===== config.mk =====
export PLATFORM = sky130hd
export DESIGN_NAME = async_list_walker
export DESIGN_NICKNAME = d
export VERILOG_FILES = /design/src/rtl/async_walk_pkg.sv /design/src/rtl/async_sts_ctl.sv /design/src/rtl/async_base_reg.sv /design/src/rtl/async_walk_fsm.sv /design/src/rtl/async_list_walker.sv
export SDC_FILE = /design/constraint.sdc
export NUM_CORES = 1
export LEC_CHECK = 0
export BUFFER_PORTS_ARGS = -buffer_cell sky130_fd_sc_hd__buf_2
export CAP_MARGIN = 10
export CORE_ASPECT_RATIO = 0.6
export CORE_MARGIN = 3
export CORE_UTILIZATION = 47
export CTS_BUF_LIST = sky130_fd_sc_hd__clkbuf_16
export DETAILED_ROUTE_END_ITERATION = 10
export PLACE_DENSITY = 0.76
export RECOVER_POWER = 100
export SLEW_MARGIN = 20
export SYNTH_ARGS = -nofsm -noshare
export SYNTH_HDL_FRONTEND = slang
export SYNTH_SLANG_ARGS = --single-unit

===== constraint.sdc =====
create_clock -name clk -period 2.61 [get_ports clk]
set_input_delay 0.3915 -clock clk [delete_from_list [all_inputs] [get_ports clk]]
set_output_delay 0.3915 -clock clk [all_outputs]
set_load 0.02 [all_outputs]

===== src/rtl/async_walk_pkg.sv =====
package async_walk_pkg;

    localparam int LINK_W   = 32;
    localparam int TERM_BIT = 0;
    localparam int TYP_LO   = 1;
    localparam int TYP_HI   = 2;

    typedef enum logic [1:0] {
        TYP_ITD  = 2'b00,
        TYP_QH   = 2'b01,
        TYP_SITD = 2'b10,
        TYP_FSTN = 2'b11
    } link_typ_e;

    typedef enum logic [1:0] {
        W_IDLE = 2'b00,
        W_SVC  = 2'b01,
        W_REQ  = 2'b10,
        W_WAIT = 2'b11
    } walk_st_e;

    typedef struct packed {
        logic              hit;
        logic [LINK_W-1:0] ptr;
    } pass_end_t;

    function automatic logic link_is_qh(input logic [LINK_W-1:0] w);
        link_typ_e t;
        t = link_typ_e'(w[TYP_HI:TYP_LO]);
        return (t == TYP_QH) && !w[TERM_BIT];
    endfunction

endpackage


===== src/rtl/async_sts_ctl.sv =====
module async_sts_ctl (
    input  logic clk,
    input  logic rst,
    input  logic cmd_en,
    input  logic uf_tick,
    input  logic rd_busy,
    output logic run_sts
);
    logic pend_q;
    logic want;

    assign want = (cmd_en != run_sts);

    always_ff @(posedge clk) begin
        if (rst) begin
            run_sts <= 1'b0;
            pend_q  <= 1'b0;
        end else if ((uf_tick && want) || pend_q) begin
            if (rd_busy) begin
                pend_q <= 1'b1;
            end else begin
                run_sts <= cmd_en;
                pend_q  <= 1'b0;
            end
        end
    end

    // status moves only after a strobe or a deferred strobe
    a_r1_sts_on_tick: assert property (@(posedge clk) disable iff (rst)
        (!uf_tick && !pend_q) |=> $stable(run_sts));

    // status never moves while a read is outstanding
    a_r2_sts_hold_busy: assert property (@(posedge clk) disable iff (rst)
        rd_busy |=> $stable(run_sts));

endmodule


===== src/rtl/async_base_reg.sv =====
module async_base_reg
    import async_walk_pkg::*;
#(
    parameter int ALIGN_W = 5
) (
    input  logic              clk,
    input  logic              rst,
    input  logic              wr_en,
    input  logic [LINK_W-1:0] wr_data,
    input  logic              cmd_en,
    input  logic              run_sts,
    input  pass_end_t         pass_end,
    output logic [LINK_W-1:0] base_q
);
    localparam int PTR_W = LINK_W - ALIGN_W;

    logic open_win;
    logic unused_low;

    assign open_win   = !cmd_en && !run_sts;
    assign unused_low = ^wr_data[ALIGN_W-1:0];

    always_ff @(posedge clk) begin
        if (rst) begin
            base_q <= '0;
        end else if (pass_end.hit) begin
            base_q <= pass_end.ptr;
        end else if (wr_en && open_win) begin
            base_q <= {wr_data[LINK_W-1:ALIGN_W], {ALIGN_W{1'b0}}};
        end
    end

    // writes outside the open window leave the register alone
    a_r3_base_locked: assert property (@(posedge clk) disable iff (rst)
        (wr_en && (cmd_en || run_sts) && !pass_end.hit) |=> $stable(base_q));

    initial begin
        assert (PTR_W > 0);
    end

endmodule


===== src/rtl/async_walk_fsm.sv =====
module async_walk_fsm
    import async_walk_pkg::*;
#(
    parameter int ALIGN_W = 5
) (
    input  logic              clk,
    input  logic              rst,
    input  logic              cmd_en,
    input  logic              run_sts,
    input  logic              uf_tick,
    input  logic              xact_done,
    input  logic [LINK_W-1:0] base_q,
    output logic              rd_req,
    output logic [LINK_W-1:0] rd_addr,
    input  logic              rd_vld,
    input  logic [LINK_W-1:0] rd_data,
    output logic              svc_pulse,
    output logic [LINK_W-1:0] svc_addr,
    output logic              rd_busy,
    output pass_end_t         pass_end,
    output logic              type_err
);
    walk_st_e          st_q;
    logic [LINK_W-1:0] cur_q;
    logic [LINK_W-1:0] start_q;
    logic              work_q;
    logic              frame_end_q;
    logic              restart_q;

    logic [LINK_W-1:0] nxt;
    logic              bad;
    logic              stop;
    logic              work_now;
    logic              lap_done;
    logic              empty_hit;
    logic              go;
    logic              unused_rsv;

    assign nxt        = {rd_data[LINK_W-1:ALIGN_W], {ALIGN_W{1'b0}}};
    assign bad        = !link_is_qh(rd_data);
    assign unused_rsv = ^rd_data[ALIGN_W-1:TYP_HI+1];
    assign stop       = frame_end_q || !cmd_en;
    assign work_now   = work_q || xact_done;
    assign lap_done   = (nxt == start_q);
    assign empty_hit  = (st_q == W_WAIT) && rd_vld && !bad && lap_done && !work_now;
    assign go         = run_sts && cmd_en && (uf_tick || restart_q);

    assign rd_req    = (st_q == W_REQ);
    assign rd_addr   = cur_q;
    assign rd_busy   = (st_q == W_REQ) || (st_q == W_WAIT);
    assign svc_pulse = (st_q == W_SVC) && !stop;
    assign svc_addr  = cur_q;

    always_comb begin
        pass_end.hit = 1'b0;
        pass_end.ptr = cur_q;
        if (st_q == W_SVC && stop) begin
            pass_end.hit = 1'b1;
        end else if (empty_hit) begin
            pass_end.hit = 1'b1;
            pass_end.ptr = nxt;
        end
    end

    always_ff @(posedge clk) begin
        if (rst) begin
            st_q        <= W_IDLE;
            cur_q       <= '0;
            start_q     <= '0;
            work_q      <= 1'b0;
            frame_end_q <= 1'b0;
            restart_q   <= 1'b0;
            type_err    <= 1'b0;
        end else begin
            if (st_q != W_IDLE && xact_done) work_q <= 1'b1;
            if (st_q != W_IDLE && uf_tick) frame_end_q <= 1'b1;
            case (st_q)
                W_IDLE: begin
                    if (go) begin
                        cur_q       <= base_q;
                        start_q     <= base_q;
                        work_q      <= 1'b0;
                        frame_end_q <= 1'b0;
                        restart_q   <= 1'b0;
                        st_q        <= W_SVC;
                    end else if (!cmd_en || !run_sts) begin
                        restart_q <= 1'b0;
                    end
                end
                W_SVC: begin
                    if (stop) begin
                        restart_q   <= frame_end_q && cmd_en;
                        frame_end_q <= 1'b0;
                        st_q        <= W_IDLE;
                    end else begin
                        st_q <= W_REQ;
                    end
                end
                W_REQ: begin
                    st_q <= W_WAIT;
                end
                W_WAIT: begin
                    if (rd_vld) begin
                        if (bad) begin
                            type_err    <= 1'b1;
                            frame_end_q <= 1'b0;
                            st_q        <= W_IDLE;
                        end else if (empty_hit) begin
                            frame_end_q <= 1'b0;
                            st_q        <= W_IDLE;
                        end else begin
                            cur_q <= nxt;
                            if (lap_done) work_q <= 1'b0;
                            st_q <= W_SVC;
                        end
                    end
                end
                default: st_q <= W_IDLE;
            endcase
        end
    end

    // the error flag only rises on a returned link word
    a_r10_err_after_resp: assert property (@(posedge clk) disable iff (rst)
        $rose(type_err) |-> $past(rd_vld));

    // a request is never issued on two cycles in a row
    a_r11_single_req: assert property (@(posedge clk) disable iff (rst)
        rd_req |=> !rd_req);

    // no request while waiting for a response
    a_r11_no_req_waiting: assert property (@(posedge clk) disable iff (rst)
        (rd_busy && !rd_vld && !rd_req) |=> !rd_req);

endmodule


===== src/rtl/async_list_walker.sv =====
module async_list_walker
    import async_walk_pkg::*;
#(
    parameter int ALIGN_W = 5
) (
    input  logic              clk,
    input  logic              rst,
    input  logic              cmd_en,
    output logic              run_sts,
    input  logic              uf_tick,
    input  logic              base_wr,
    input  logic [LINK_W-1:0] base_wdata,
    output logic [LINK_W-1:0] base_q,
    output logic              rd_req,
    output logic [LINK_W-1:0] rd_addr,
    input  logic              rd_vld,
    input  logic [LINK_W-1:0] rd_data,
    output logic              svc_pulse,
    output logic [LINK_W-1:0] svc_addr,
    input  logic              xact_done,
    output logic              type_err
);
    logic      rd_busy;
    pass_end_t pass_end;

    async_sts_ctl u_sts (
        .clk     (clk),
        .rst     (rst),
        .cmd_en  (cmd_en),
        .uf_tick (uf_tick),
        .rd_busy (rd_busy),
        .run_sts (run_sts)
    );

    async_base_reg #(.ALIGN_W(ALIGN_W)) u_base (
        .clk      (clk),
        .rst      (rst),
        .wr_en    (base_wr),
        .wr_data  (base_wdata),
        .cmd_en   (cmd_en),
        .run_sts  (run_sts),
        .pass_end (pass_end),
        .base_q   (base_q)
    );

    async_walk_fsm #(.ALIGN_W(ALIGN_W)) u_walk (
        .clk       (clk),
        .rst       (rst),
        .cmd_en    (cmd_en),
        .run_sts   (run_sts),
        .uf_tick   (uf_tick),
        .xact_done (xact_done),
        .base_q    (base_q),
        .rd_req    (rd_req),
        .rd_addr   (rd_addr),
        .rd_vld    (rd_vld),
        .rd_data   (rd_data),
        .svc_pulse (svc_pulse),
        .svc_addr  (svc_addr),
        .rd_busy   (rd_busy),
        .pass_end  (pass_end),
        .type_err  (type_err)
    );

    // a queue head is only handed downstream while the schedule runs
    a_r4_svc_while_running: assert property (@(posedge clk) disable iff (rst)
        svc_pulse |-> (run_sts && cmd_en));

endmodule


## After elaboration in Yosys (flattened, before gate mapping)

Cells that the tools add are included.

| word-level totals | value |
|---|---|
| bits in registers | 104 |
| input bits | 71 |
| output and inout port bits | 100 |
| logic and storage cells | 96 |

| cells by class | value |
|---|---|
| equality and inequality tests | 12 |
| mux-type cells | 35 |
| bitwise operators | 2 |
| reduce and logical (&&, ||, !) cells | 37 |

Operator list:

| cell | number |
|---|---|
| $mux W32 | 7 |
| $pmux W32 S2 | 1 |
| $mux W33 | 1 |
| $eq A32 B32 Y1 | 1 |
| $mux W1 | 18 |
| $logic_and A1 B1 Y1 | 15 |
| $mux W2 | 4 |
| $pmux W2 S4 | 1 |
| $reduce_bool A2 Y1 | 4 |
| $logic_or A1 B1 Y1 | 6 |
| $ne A2 B2 Y1 const B | 3 |
| $reduce_and A2 Y1 | 3 |
| $reduce_and A3 Y1 | 2 |
| $logic_not A1 Y1 | 5 |
| $reduce_and A5 Y1 | 1 |
| $eq A2 B1 Y1 const B | 2 |
| $eq A2 B2 Y1 const B | 2 |
| $ne A2 B1 Y1 const B | 2 |
| $pmux W1 S2 | 2 |
| $ne A3 B1 Y1 const B | 1 |
| $pmux W1 S3 | 1 |
| $logic_not A2 Y1 | 1 |
| $not A1 Y1 | 2 |
| $ne A1 B1 Y1 | 1 |

## Longest topological paths before layout

Gate-level depths: netlist of the first run.

| depth | value |
|---|---|
| depth after elaboration | 9 |
| gate-level depth with buffers | 9 |
| mapped depth without buffers | 7 |

## Modules after synthesis

Synthesis of the first run repeated with hierarchy kept, for this count alone.

| second synthesis, totals | value |
|---|---|
| cell total of the unflattened synthesis | 610 |
| area total of the unflattened synthesis | 5,683.0 µm² |

By module, submodules not included:

| module | instances | cells an instance | area each (µm²) | sequential area each (µm²) |
|---|---|---|---|---|
| async_walk_fsm | 1 | 453 | 3,981.3 | 1,401.3 |
| async_base_reg | 1 | 147 | 1,600.3 | 640.6 |
| async_sts_ctl | 1 | 10 | 101.3 | 40.0 |

## Least setup slack after synthesis of the first run

OpenSTA, ideal clock, no wires.

| timing path | value |
|---|---|
| path kind | register to register |
| start | register u_sts.run_sts |
| end | register u_walk.cur_q[24] (netlist: u_walk.rd_addr[24]) |
| setup time | 81 ps |
| arrival time | 2,150 ps |
| required time | 2,529 ps |
| path slack | 379 ps |
| cell stages (with the launch flop) | 9 |
| path buffers | 2 |
| period minus slack after synthesis | 2,231 ps |
| cell sequence | dfxtp_1 > ha_1 > o21ai_0 > a21o_1 > nor3_1 > clkbuf_1 > clkbuf_1 > a211oi_1 > a211oi_2 |

| on the way | value |
|---|---|
| longest elaborated chain between the ends | 4 |

Ends and longest elaborated chain:

| what | line | text |
|---|---|---|
| start, declared | async_sts_ctl.sv:7 | `output logic run_sts` |
| start signal, assigned | async_sts_ctl.sv:22 | `run_sts <= cmd_en;` |
| $logic_and A1 B1 Y1 (2 in series) | async_walk_fsm.sv:46 | `assign go = run_sts && cmd_en && (uf_tick \|\| restart_q);` |
| $ne A2 B1 Y1 (no source line) | n/a |  |
| $reduce_and A5 Y1 (no source line) | n/a |  |
| end signal, assigned | async_walk_fsm.sv:80 | `cur_q <= base_q;` |
| end signal, assigned | async_walk_fsm.sv:112 | `cur_q <= nxt;` |
| end, declared | async_walk_fsm.sv:24 | `logic [LINK_W-1:0] cur_q;` |

Every way passes these cells.
A chain may end at the register's enable or synchronous reset.

## Final worst setup path of the first run

| timing path | value |
|---|---|
| start | register u_walk.st_q[0] |
| end | register u_walk.start_q[18] |

| on the way | value |
|---|---|
| longest elaborated chain between the ends | 2 |

Ends and longest elaborated chain:

| what | line | text |
|---|---|---|
| start, declared | async_walk_fsm.sv:23 | `walk_st_e st_q;` |
| start signal, assigned | async_walk_fsm.sv:67 | `st_q <= W_IDLE;` |
| start signal, assigned | async_walk_fsm.sv:85 | `st_q <= W_SVC;` |
| start signal, assigned | async_walk_fsm.sv:94 | `st_q <= W_IDLE;` |
| $logic_not A2 Y1 | async_walk_fsm.sv:77 | `case (st_q)` |
| $reduce_and A2 Y1 (no source line) | n/a |  |
| end signal, assigned | async_walk_fsm.sv:81 | `start_q <= base_q;` |
| end, declared | async_walk_fsm.sv:25 | `logic [LINK_W-1:0] start_q;` |

Every way passes these cells.

==> results.py, run 1 <==
metrics = {
    "floorplan": {
        "die_w_um": 146.2,
        "coreArea_sq_um": 11410,
        "num_io_pins": 171,
        "start_util_pct": 48.57,
        "dieArea_sq_um": 13180,
        "die_h_um": 90.12,
        "num_rows": 30,
    },
    "final_layout": {
        "synthToLayoutAreaGrowth_pct": 16.66,
        "seqCellArea_sq_um": 2082,
        "fill_cells": 1108,
        "n_antenna_cell": 0,
        "fin_nets": 853,
        "layout-drive-gt1-share_pct": 16.39,
        "multi_input_area_sq_um": 2897,
        "fin_area_sq_um": 6466,
        "layout.cells.non_filler": 941,
    },
    "setup_path": {
        "start_kind": "flip-flop",
        "crit_chain": "inv_1, ha_1, inv_1, or2_1, nand2_1, a21oi_1",
        "crit_fanout": 32,
        "cpPeakStageDelay_ns": 0.93,
        "critical_path_required_ns": 2.89,
        "worstSetupPathType": "flip-flop to flip-flop",
        "crit_family": "simple AND/OR/NAND/NOR gates",
        "slowest_stage": "or2_1",
        "critPathMostFrequentCell": "inv_1",
        "critical_path_buf_inv_count": 2,
        "end_kind": "flip-flop",
        "crit_arrival_ns": 2.68,
    },
    "yosys": {
        "synth_mux_area_share_pct": 5.237,
        "netlist_top_cells_area": "dfxtp_1 (38%), nor2_1 (6.6%), mux2i_1 (5.2%), a211oi_1 (4.9%), a211oi_2 (4.7%)",
        "yosysTopAreaCellShare_pct": 37.56,
        "ys_types": 45,
        "synth_edf_count": 0,
        "ys_async_sr_fraction_pct": 0,
        "synth_xor_area_share_pct": 3.160,
        "ys_ff_latch": 104,
        "synthAdderAreaFrac_pct": 1.354,
        "synth-compound-area-share_pct": 28.35,
        "yosys_warnings": 0,
        "netlist_instances": 660,
        "synth.avg_cell_area_sq_um": 8.398,
        "yosys.area.top_type": "dfxtp_1",
        "ys.flop_type": "dfxtp_1",
        "seq_area_frac_synth_pct": 37.56,
        "syn_area_sq_um": 5543,
        "synth_top_family_by_area": "compound AO/OA/AOI/OAI gates",
        "syn-num-nets": 737,
        "synth_simple_gate_area_share_pct": 14.47,
    },
    "global_route": {
        "antenna_found_initial": 0,
        "track_usage_pct": 25.02,
        "grt_max_degree": 58,
        "grt_overflow_total": 0,
        "grt_pass1_vias": 5001,
        "grt_pass1_wl_mm": 26.88,
    },
    "power_and_ir_drop": {
        "power_switching_w": 0.001573,
        "clockPowerShare_pct": 30.7,
        "p_int_w": 0.002871,
        "power_frac_comb_pct": 27.0,
        "powerDensity_nw_per_um2": 687.4,
        "power_frac_seq_pct": 42.2,
        "leakagePower_nw": 2.291,
        "total_power_w": 0.004445,
        "max-vdd-ir-drop_uv": 371.9,
        "swShare_pct": 35.40,
    },
    "sta": {
        "slew_headroom_pct": 19.65,
        "setup_tns_ns": 0,
        "fin_crit_sh_pct": 91.75,
        "hold_viol_final": 0,
        "worstMarginPinSlew_ns": 1.205,
        "skew_ns": 0.01074,
        "finalCriticalPeriod_ns": 2.395,
        "rsz0062_at_grt": "no",
        "setup_violations": 0,
        "timing.fmax_mhz": 417.6,
        "final-max-slew-violation-count": 0,
        "setup_ws_ns": 0.2152,
    },
    "clock_network": {
        "tritoncts": "built",
        "numCtsBuffers": 9,
        "htree_levels": 3,
        "cts-root-buf": "clkbuf_16",
        "cts_sinks": 104,
        "insertion_delay_ns": 0.36,
        "clock_path_buffers": 2,
        "path_clk_slew_ns": 0.07,
        "postCtsSetupBuffers": 0,
    },
    "route": {
        "antenna_left": 0,
        "firstDrtPassIters": 5,
        "via_per_inst": 5.707,
        "vias": 5370,
        "drt-initial-drc-count": 507,
        "drcViolationCount": 0,
        "wl_per_cell_um": 17.97,
        "totalWireLength_mm": 16.91,
    },
    "flow_run": {
        "max-cap-violations": 0,
    },
    "place": {
        "place_area_sq_um": 6359,
        "io_buffers": 163,
        "post-place-cells": 925,
        "dp_slack_ns": 0.02531,
        "place.gp.congestion": 0.8910,
        "dp_hpwl_mm": 12.28,
    },
    "hold_path": {
        "hold_class": "input port to flip-flop",
    },
    "run_status": {
        "status": "completed",
    },
}
power by group through the flow:
stage | clock network [W] | logic [W] | registers (W)
detailed placement | 0 | 0.00128 | 0.00191
global route | 0.00143 | 0.00131 | 0.00190
global placement | 0 | 0.00124 | 0.00190
CTS | 0.00137 | 0.00128 | 0.00187
floorplan | 0 | 0.000798 | 0.00202
finish | 0.00137 | 0.00120 | 0.00188
cell usage after synthesis (all sizes together) (2+ instances only):
master	n
nand3	3
a21oi	40
nor3	6
nand4	7
nor4	2
a32oi	5
mux2i	29
clkbuf	46
a31oi	2
nand2	68
nor2b	4
inv	14
ha	6
a32o	26
nand2b	2
o31a	26
a22o	5
dfxtp	104
a21o	2
a211oi	57
o21ai	30
nor2	98
buf	43
o22ai	2
xnor2	20
worst reg2reg max path, cell delays in order, from the launching register on:
cell and delay [ns]:
dfxtp_1 0.42, inv_1 0.12, ha_1 0.30, inv_1 0.18, or2_1 0.93, nand2_1 0.18
a21oi_1 0.20
per-stage QoR:
step	hold slack [ns]	util (%)
final	0.3430	56.67
after floorplan	0.4360	-
after global placement	0.4429	55.72
after CTS	0.3397	58.36
after global routing	0.3823	56.67
after detailed placement	0.4492	55.72
flip-flops by register name, summed over array words and instances (netlist names), named ones only:
register,flops
u_base.base_q,32
u_walk.rd_addr,32
u_walk.start_q,32
u_sts.pend_q,1
u_sts.run_sts,1
u_walk.frame_end_q,1
u_walk.restart_q,1
u_walk.st_q,1
u_walk.type_err,1
u_walk.work_q,1
per-layer routing:
layer	part of all wire [%]	GRT usage, %
met1	45	35.64
met4	1.0	5.634
met3	8.9	6.045
met2	45	38.48
met5	0	0
final timing paths:
kind	from	to	slack [ns]	depth (start not counted)
min	cmd_en	u_sts.run_sts	0.34	3
max	u_walk.st_q[0]	u_walk.start_q[18]	0.22	6
min reg2reg	u_walk.start_q[1]	u_walk.start_q[1]	0.46	2
max reg2reg	u_walk.st_q[0]	u_walk.start_q[18]	0.22	6
area by class of cell:
type | instances | share of cell area (%)
tap | 160 | 3.096
clock inverter | 7 | 1.084
sequential | 104 | 32.20
timing repair buffer | 194 | 14.47
clock buffer | 9 | 3.483
multi-input combinational | 452 | 44.79
inverter | 15 | 0.8707
cell usage in the layout, fill, tap and decap left out, types with 26 or more instances in the layout:
cell type,netlist,routed
o31a_1,26,26
nand2_1,68,68
dfxtp_1,104,104
mux2i_1,29,29
o21ai_0,29,29
a21oi_1,40,39
a211oi_1,36,46
nor2_1,98,96
buf_4,32,29
a32o_1,26,26
buf_2,5,62
clkbuf_1,46,100
kinds of logic after synthesis:
| group | after synthesis |
|---|---|
| and+or+nand+nor | 194 |
| muxes | 29 |
| adders and majority gates | 6 |
| DFF | 104 |
| buffers and inverters | 104 |
| AOI/OAI and AO/OA | 203 |
| xor gates and xnor gates | 20 |
repair_timing:
item / 4_1_cts / 5_1_grt
hold buffers: 0 / 0
setup endpoints to repair: 1 / 0
gates resized for setup: 1 / 0
Power figures use the tool's default switching activity.
==> run 2, diff against run 1 <==
--- a/config.mk
+++ b/config.mk
@@ -13,7 +13,7 @@
 export CTS_BUF_LIST = sky130_fd_sc_hd__clkbuf_16
 export DETAILED_ROUTE_END_ITERATION = 10
 export PLACE_DENSITY = 0.76
-export RECOVER_POWER = 100
+export RECOVER_POWER = 25
 export SLEW_MARGIN = 20
 export SYNTH_ARGS = -nofsm -noshare
 export SYNTH_HDL_FRONTEND = slang
==> run 2 against run 1 <==
Non-clock buffer count unchanged. Sequential power about the same. Register-to-register slack about the same. Critical endpoint is now u_walk.rd_addr[4]. First-iteration DRC count down 4.5%. Flip-flop and latch count unchanged. Critical path depth up 1. Wire length down 0.11%. Largest cell class unchanged. Final cell count unchanged.
==> results.py, run 2 (synthesis results as in run 1) <==
metrics = {
    "final_layout": {
        "synthToLayoutAreaGrowth_pct": 18.98,
        "fin_nets": 853,
        "layout-drive-gt1-share_pct": 24.33,
        "final_common_cell": "buf_2",
        "n_antenna_cell": 0,
        "fin_area_sq_um": 6595,
        "final_cell_mix": "buf_2 (113), dfxtp_1 (104), nor2_1 (96)",
    },
    "hold_path": {
        "hold_depth": 3,
        "min_to": "u_sts.run_sts",
        "hp-start": "cmd_en",
        "hold_class": "input port to flip-flop",
    },
    "floorplan": {
        "start_util_pct": 48.57,
        "coreArea_sq_um": 11410,
        "die_h_um": 90.12,
        "num_io_pins": 171,
        "dieArea_sq_um": 13180,
        "die_w_um": 146.2,
        "num_rows": 30,
    },
    "setup_path": {
        "reg2reg_to": "u_walk.rd_addr[4]",
        "crit_fanout": 53,
        "ff2ff_path_depth": 7,
        "critical_path_required_ns": 2.91,
        "crit_arrival_ns": 2.69,
        "r2r_setup_slack_ns": 0.22,
        "end_kind": "flip-flop",
        "start_kind": "flip-flop",
        "worstSetupPathType": "flip-flop to flip-flop",
        "rr_startpoint": "u_walk.start_q[10]",
    },
    "route": {
        "wl_per_cell_um": 17.95,
        "via_per_inst": 5.744,
        "vias": 5405,
        "antenna_left": 0,
        "totalWireLength_mm": 16.89,
        "firstDrtPassIters": 5,
        "drt-initial-drc-count": 484,
        "drcViolationCount": 0,
    },
    "clock_network": {
        "tritoncts": "built",
        "htree_levels": 3,
        "numCtsBuffers": 9,
        "cts-root-buf": "clkbuf_16",
        "cts_hold_buf": 0,
        "cts-resized-gates": 1,
        "postCtsSetupBuffers": 0,
        "path_clk_slew_ns": 0.07,
        "clock_path_buffers": 2,
        "cts_sinks": 104,
        "insertion_delay_ns": 0.35,
    },
    "place": {
        "place_area_sq_um": 6359,
        "dp_hpwl_mm": 12.28,
        "place.gp.congestion": 0.8910,
        "io_buffers": 163,
    },
    "power_and_ir_drop": {
        "power_switching_w": 0.001578,
        "power_frac_comb_pct": 28.0,
        "max-vdd-ir-drop_uv": 367.9,
        "leakagePower_nw": 2.520,
        "powerDensity_nw_per_um2": 680.6,
        "power_frac_seq_pct": 41.8,
        "total_power_w": 0.004488,
        "swShare_pct": 35.16,
        "clockPowerShare_pct": 30.2,
        "p_int_w": 0.002910,
    },
    "sta": {
        "skew_ns": 0.009565,
        "fin_crit_sh_pct": 91.59,
        "rsz0062_at_grt": "no",
        "slew_headroom_pct": 37.98,
        "timing.fmax_mhz": 418.3,
        "setup_violations": 0,
        "setup_tns_ns": 0,
        "finalCriticalPeriod_ns": 2.391,
        "hold_viol_final": 0,
        "fin_hold_ws_ns": 0.3470,
        "worstMarginPinSlew_ns": 0.9232,
        "final-max-slew-violation-count": 0,
    },
    "global_route": {
        "met1_usage_pct": 35.64,
        "grt_use_met3_pct": 6.045,
        "grt_util_met2_pct": 38.48,
        "grt_most_used_layer": "met2",
        "grt_overflow_total": 0,
        "grt_max_degree": 58,
        "grt_pass1_vias": 5001,
        "track_usage_pct": 25.02,
        "antenna_found_initial": 0,
        "grt_pass1_wl_mm": 26.88,
    },
    "flow_run": {
        "max-cap-violations": 0,
    },
    "run_status": {
        "status": "completed",
    },
}
-- run 2: critical path, cell delays in order, from the launching register on --
cell and delay (ns):
dfxtp_1 0.33, nor2b_1 0.13, a2111o_1 0.43, nor4_2 0.36
nand4_4 0.20, buf_12 0.24, a211oi_2 0.41, a22o_1 0.20
-- run 2: power groups by stage --
stage	sequential, W	combinational [W]	clock (W)
6_report	0.00187	0.00126	0.00136
5_1_grt	0.00190	0.00136	0.00143
4_1_cts	0.00187	0.00128	0.00137
3_5_place_dp	0.00191	0.00128	0
3_3_place_gp	0.00190	0.00124	0
2_1_floorplan	0.00202	0.000798	0
-- run 2: area by class of cell --
cell class | instances | area [sq um]
fill | 1076 | 4816
inverter | 15 | 56.30
sequential | 104 | 2082
tap | 160 | 200.2
clock inverter | 7 | 70.07
clock buffer | 9 | 225.2
timing repair buffer | 194 | 1015
multi-input combinational | 452 | 2947
-- run 2: metal layers --
metal / vias up / part of all wire (%) / routed length, um
met4: 0 / 0.99 / 167
li1: 2568 / - / -
met5: - / 0 / 0
met2: 243 / 45 / 7610
met1: 2572 / 46 / 7708
met3: 22 / 8.3 / 1407
-- run 2: how the worst max path moves through the flow --
| stage | start | endpoint | slack (ns) |
|---|---|---|---|
| finish | u_walk.start_q[10] | u_walk.rd_addr[4] | 0.22 |
| floorplan | u_sts.run_sts | u_walk.rd_addr[24] | 0.38 |
| CTS | u_walk.start_q[10] | u_walk.rd_addr[4] | 0.25 |
| global route | u_walk.start_q[10] | u_walk.rd_addr[2] | 0.14 |
| detailed placement | cmd_en | u_walk.rd_addr[9] | 0.03 |
| global placement | cmd_en | u_walk.rd_addr[11] | 0.11 |
-- run 2: per-stage QoR --
step                      utilization, %  worst slack (ns)  cells
after floorplan                        -            0.3790    660
after global placement             55.72            0.1142    925
after detailed placement           55.72           0.02531    925
after CTS                          58.36            0.2495    941
after global routing               57.80            0.1357    941
final                              57.80            0.2194    941
==> run 3, diff against run 2 <==
--- a/config.mk
+++ b/config.mk
@@ -7,11 +7,11 @@
 export LEC_CHECK = 0
 export BUFFER_PORTS_ARGS = -buffer_cell sky130_fd_sc_hd__buf_2
 export CAP_MARGIN = 10
-export CORE_ASPECT_RATIO = 0.6
 export CORE_MARGIN = 3
 export CORE_UTILIZATION = 47
 export CTS_BUF_LIST = sky130_fd_sc_hd__clkbuf_16
 export DETAILED_ROUTE_END_ITERATION = 10
+export GPL_ROUTABILITY_DRIVEN = 0
 export PLACE_DENSITY = 0.76
 export RECOVER_POWER = 25
 export SLEW_MARGIN = 20
==> constraint.sdc (replaced) <==
create_clock -name clk -period 2.4 [get_ports clk]
set_input_delay 0.36 -clock clk [delete_from_list [all_inputs] [get_ports clk]]
set_output_delay 0.36 -clock clk [all_outputs]
set_load 0.02 [all_outputs]
==> run 3 against run 2 <==
Wire length shrank 1.2%. Via count grew 0.65%. First-iteration DRC count shrank 18%. Fmax grew 8.7%. Global-route usage shrank 0.41 points. Worst setup slack lost 0.018 ns. Largest power group unchanged. Critical endpoint is now u_walk.rd_addr[10].
==> results.py, run 3 (synthesis results as in run 1) <==
metrics = {
    "route": {
        "firstDrtPassIters": 5,
        "antenna_left": 0,
        "drcViolationCount": 0,
        "drt-initial-drc-count": 397,
        "totalWireLength_mm": 16.70,
        "vias": 5440,
        "via_per_inst": 5.843,
        "wl_per_cell_um": 17.93,
    },
    "sta": {
        "fin_crit_sh_pct": 91.60,
        "fin_hold_ws_ns": 0.3003,
        "skew_ns": 0.007771,
        "worstMarginPinSlew_ns": 0.5831,
        "setup_tns_ns": 0,
        "slew_headroom_pct": 61.13,
        "finalCriticalPeriod_ns": 2.198,
        "timing.fmax_mhz": 454.9,
        "setup_ws_ns": 0.2015,
        "setup_violations": 0,
        "rsz0062_at_grt": "no",
        "hold_viol_final": 0,
        "final-max-slew-violation-count": 0,
    },
    "clock_network": {
        "cts_sinks": 104,
        "tritoncts": "built",
        "clock_path_buffers": 2,
        "htree_levels": 3,
        "cts_hold_buf": 0,
        "cts-root-buf": "clkbuf_16",
        "path_clk_slew_ns": 0.07,
        "insertion_delay_ns": 0.35,
        "numCtsBuffers": 9,
    },
    "floorplan": {
        "start_util_pct": 48.34,
        "coreArea_sq_um": 11470,
        "num_io_pins": 171,
        "num_rows": 39,
        "die_h_um": 114.6,
        "dieArea_sq_um": 13130,
        "die_w_um": 114.6,
    },
    "setup_path": {
        "crit_family": "compound AO/OA/AOI/OAI gates",
        "end_kind": "flip-flop",
        "crit_arrival_ns": 2.46,
        "critical_path_buf_inv_count": 2,
        "start_kind": "flip-flop",
        "crit_fanout": 14,
        "slowest_stage": "a2111o_1",
        "crit_chain": "nor2b_1, a2111o_1, nor4_4, nand4_4, buf_12, a21o_1, buf_4, a211oi_1",
        "critical_path_required_ns": 2.66,
        "cpPeakStageDelay_ns": 0.44,
        "worstSetupPathType": "flip-flop to flip-flop",
    },
    "place": {
        "dp_slack_ns": -0.04643,
        "io_buffers": 163,
        "dp_hpwl_mm": 11.76,
        "post-place-cells": 913,
    },
    "global_route": {
        "grt_pass1_wl_mm": 26.13,
        "track_usage_pct": 24.60,
        "grt_max_degree": 58,
        "antenna_found_initial": 0,
        "grt_pass1_vias": 5128,
        "grt_overflow_total": 0,
    },
    "power_and_ir_drop": {
        "powerDensity_nw_per_um2": 721.9,
        "leakagePower_nw": 2.573,
        "max-vdd-ir-drop_uv": 377.9,
    },
    "final_layout": {
        "final_common_cell": "buf_2",
        "fill_cells": 1033,
        "layout-drive-gt1-share_pct": 24.87,
        "synthToLayoutAreaGrowth_pct": 20.38,
        "n_antenna_cell": 0,
        "final_cell_mix": "buf_2 (111), dfxtp_1 (104), nor2_1 (96)",
        "layout.cells.non_filler": 931,
        "fin_nets": 860,
    },
    "hold_path": {
        "hold_class": "input port to flip-flop",
    },
    "flow_run": {
        "max-cap-violations": 0,
    },
    "run_status": {
        "status": "completed",
    },
}
## run 3: tightest hold or removal path: stages
cell     delay [ns]
buf_2          0.11
mux2i_1        0.07
nor2_1         0.07
## run 3: report_power, final
part           switching, W  total (W)  leakage (nW)  internal [W]
clock              0.000687    0.00140         0.139      0.000717
combinational      0.000881    0.00138          1.59      0.000498
sequential         0.000161    0.00203         0.845       0.00187
total               0.00173    0.00482          2.57       0.00309
## run 3: what timing repair did
| item | 4_1_cts | 5_1_grt |
|---|---|---|
| setup buffers | 0 | 1 |
| endpoints found under the setup margin | 0 | 30 |
| gates resized for setup | 0 | 1 |
## run 3: area by class of cell
type,count,area [sq um],area share (%)
sequential,104,2082,31.20
clock inverter,7,57.56,0.8626
clock buffer,9,225.2,3.375
inverter,15,56.30,0.8438
timing repair buffer,201,1120,16.78
tap,143,178.9,2.681
multi-input combinational,452,2953,44.25
## run 3: metrics by stage
stage          power (W)  cell area, sq um  utilization [%]
2_1_floorplan   0.003069              5543                -
3_3_place_gp    0.003426              6412            55.92
3_5_place_dp    0.003470              6412            55.92
4_1_cts         0.004846              6695            58.39
5_1_grt         0.005026              6673            58.19
6_report        0.004817              6673            58.19
## run 3: final timing paths
| check | from | end | slack (ns) | cells after the start |
|---|---|---|---|---|
| setup / recovery | u_walk.start_q[10] | u_walk.rd_addr[10] | 0.20 | 8 |
| hold / removal | cmd_en | u_sts.run_sts | 0.30 | 3 |
| setup reg to reg | u_walk.start_q[10] | u_walk.rd_addr[10] | 0.20 | 8 |
| hold reg to reg | u_walk.start_q[2] | u_walk.start_q[2] | 0.46 | 2 |
## run 3: metal layers
layer / global-route usage (%) / share of wire, % / routed length (um) / vias up
met3: 4.123 / 6.6 / 1098 / 33
met5: 0 / 0 / 0 / -
met2: 41.99 / 49 / 8225 / 237
met1: 31.38 / 42 / 7025 / 2587
li1: - / - / - / 2583
met4: 8.393 / 2.1 / 348 / 0
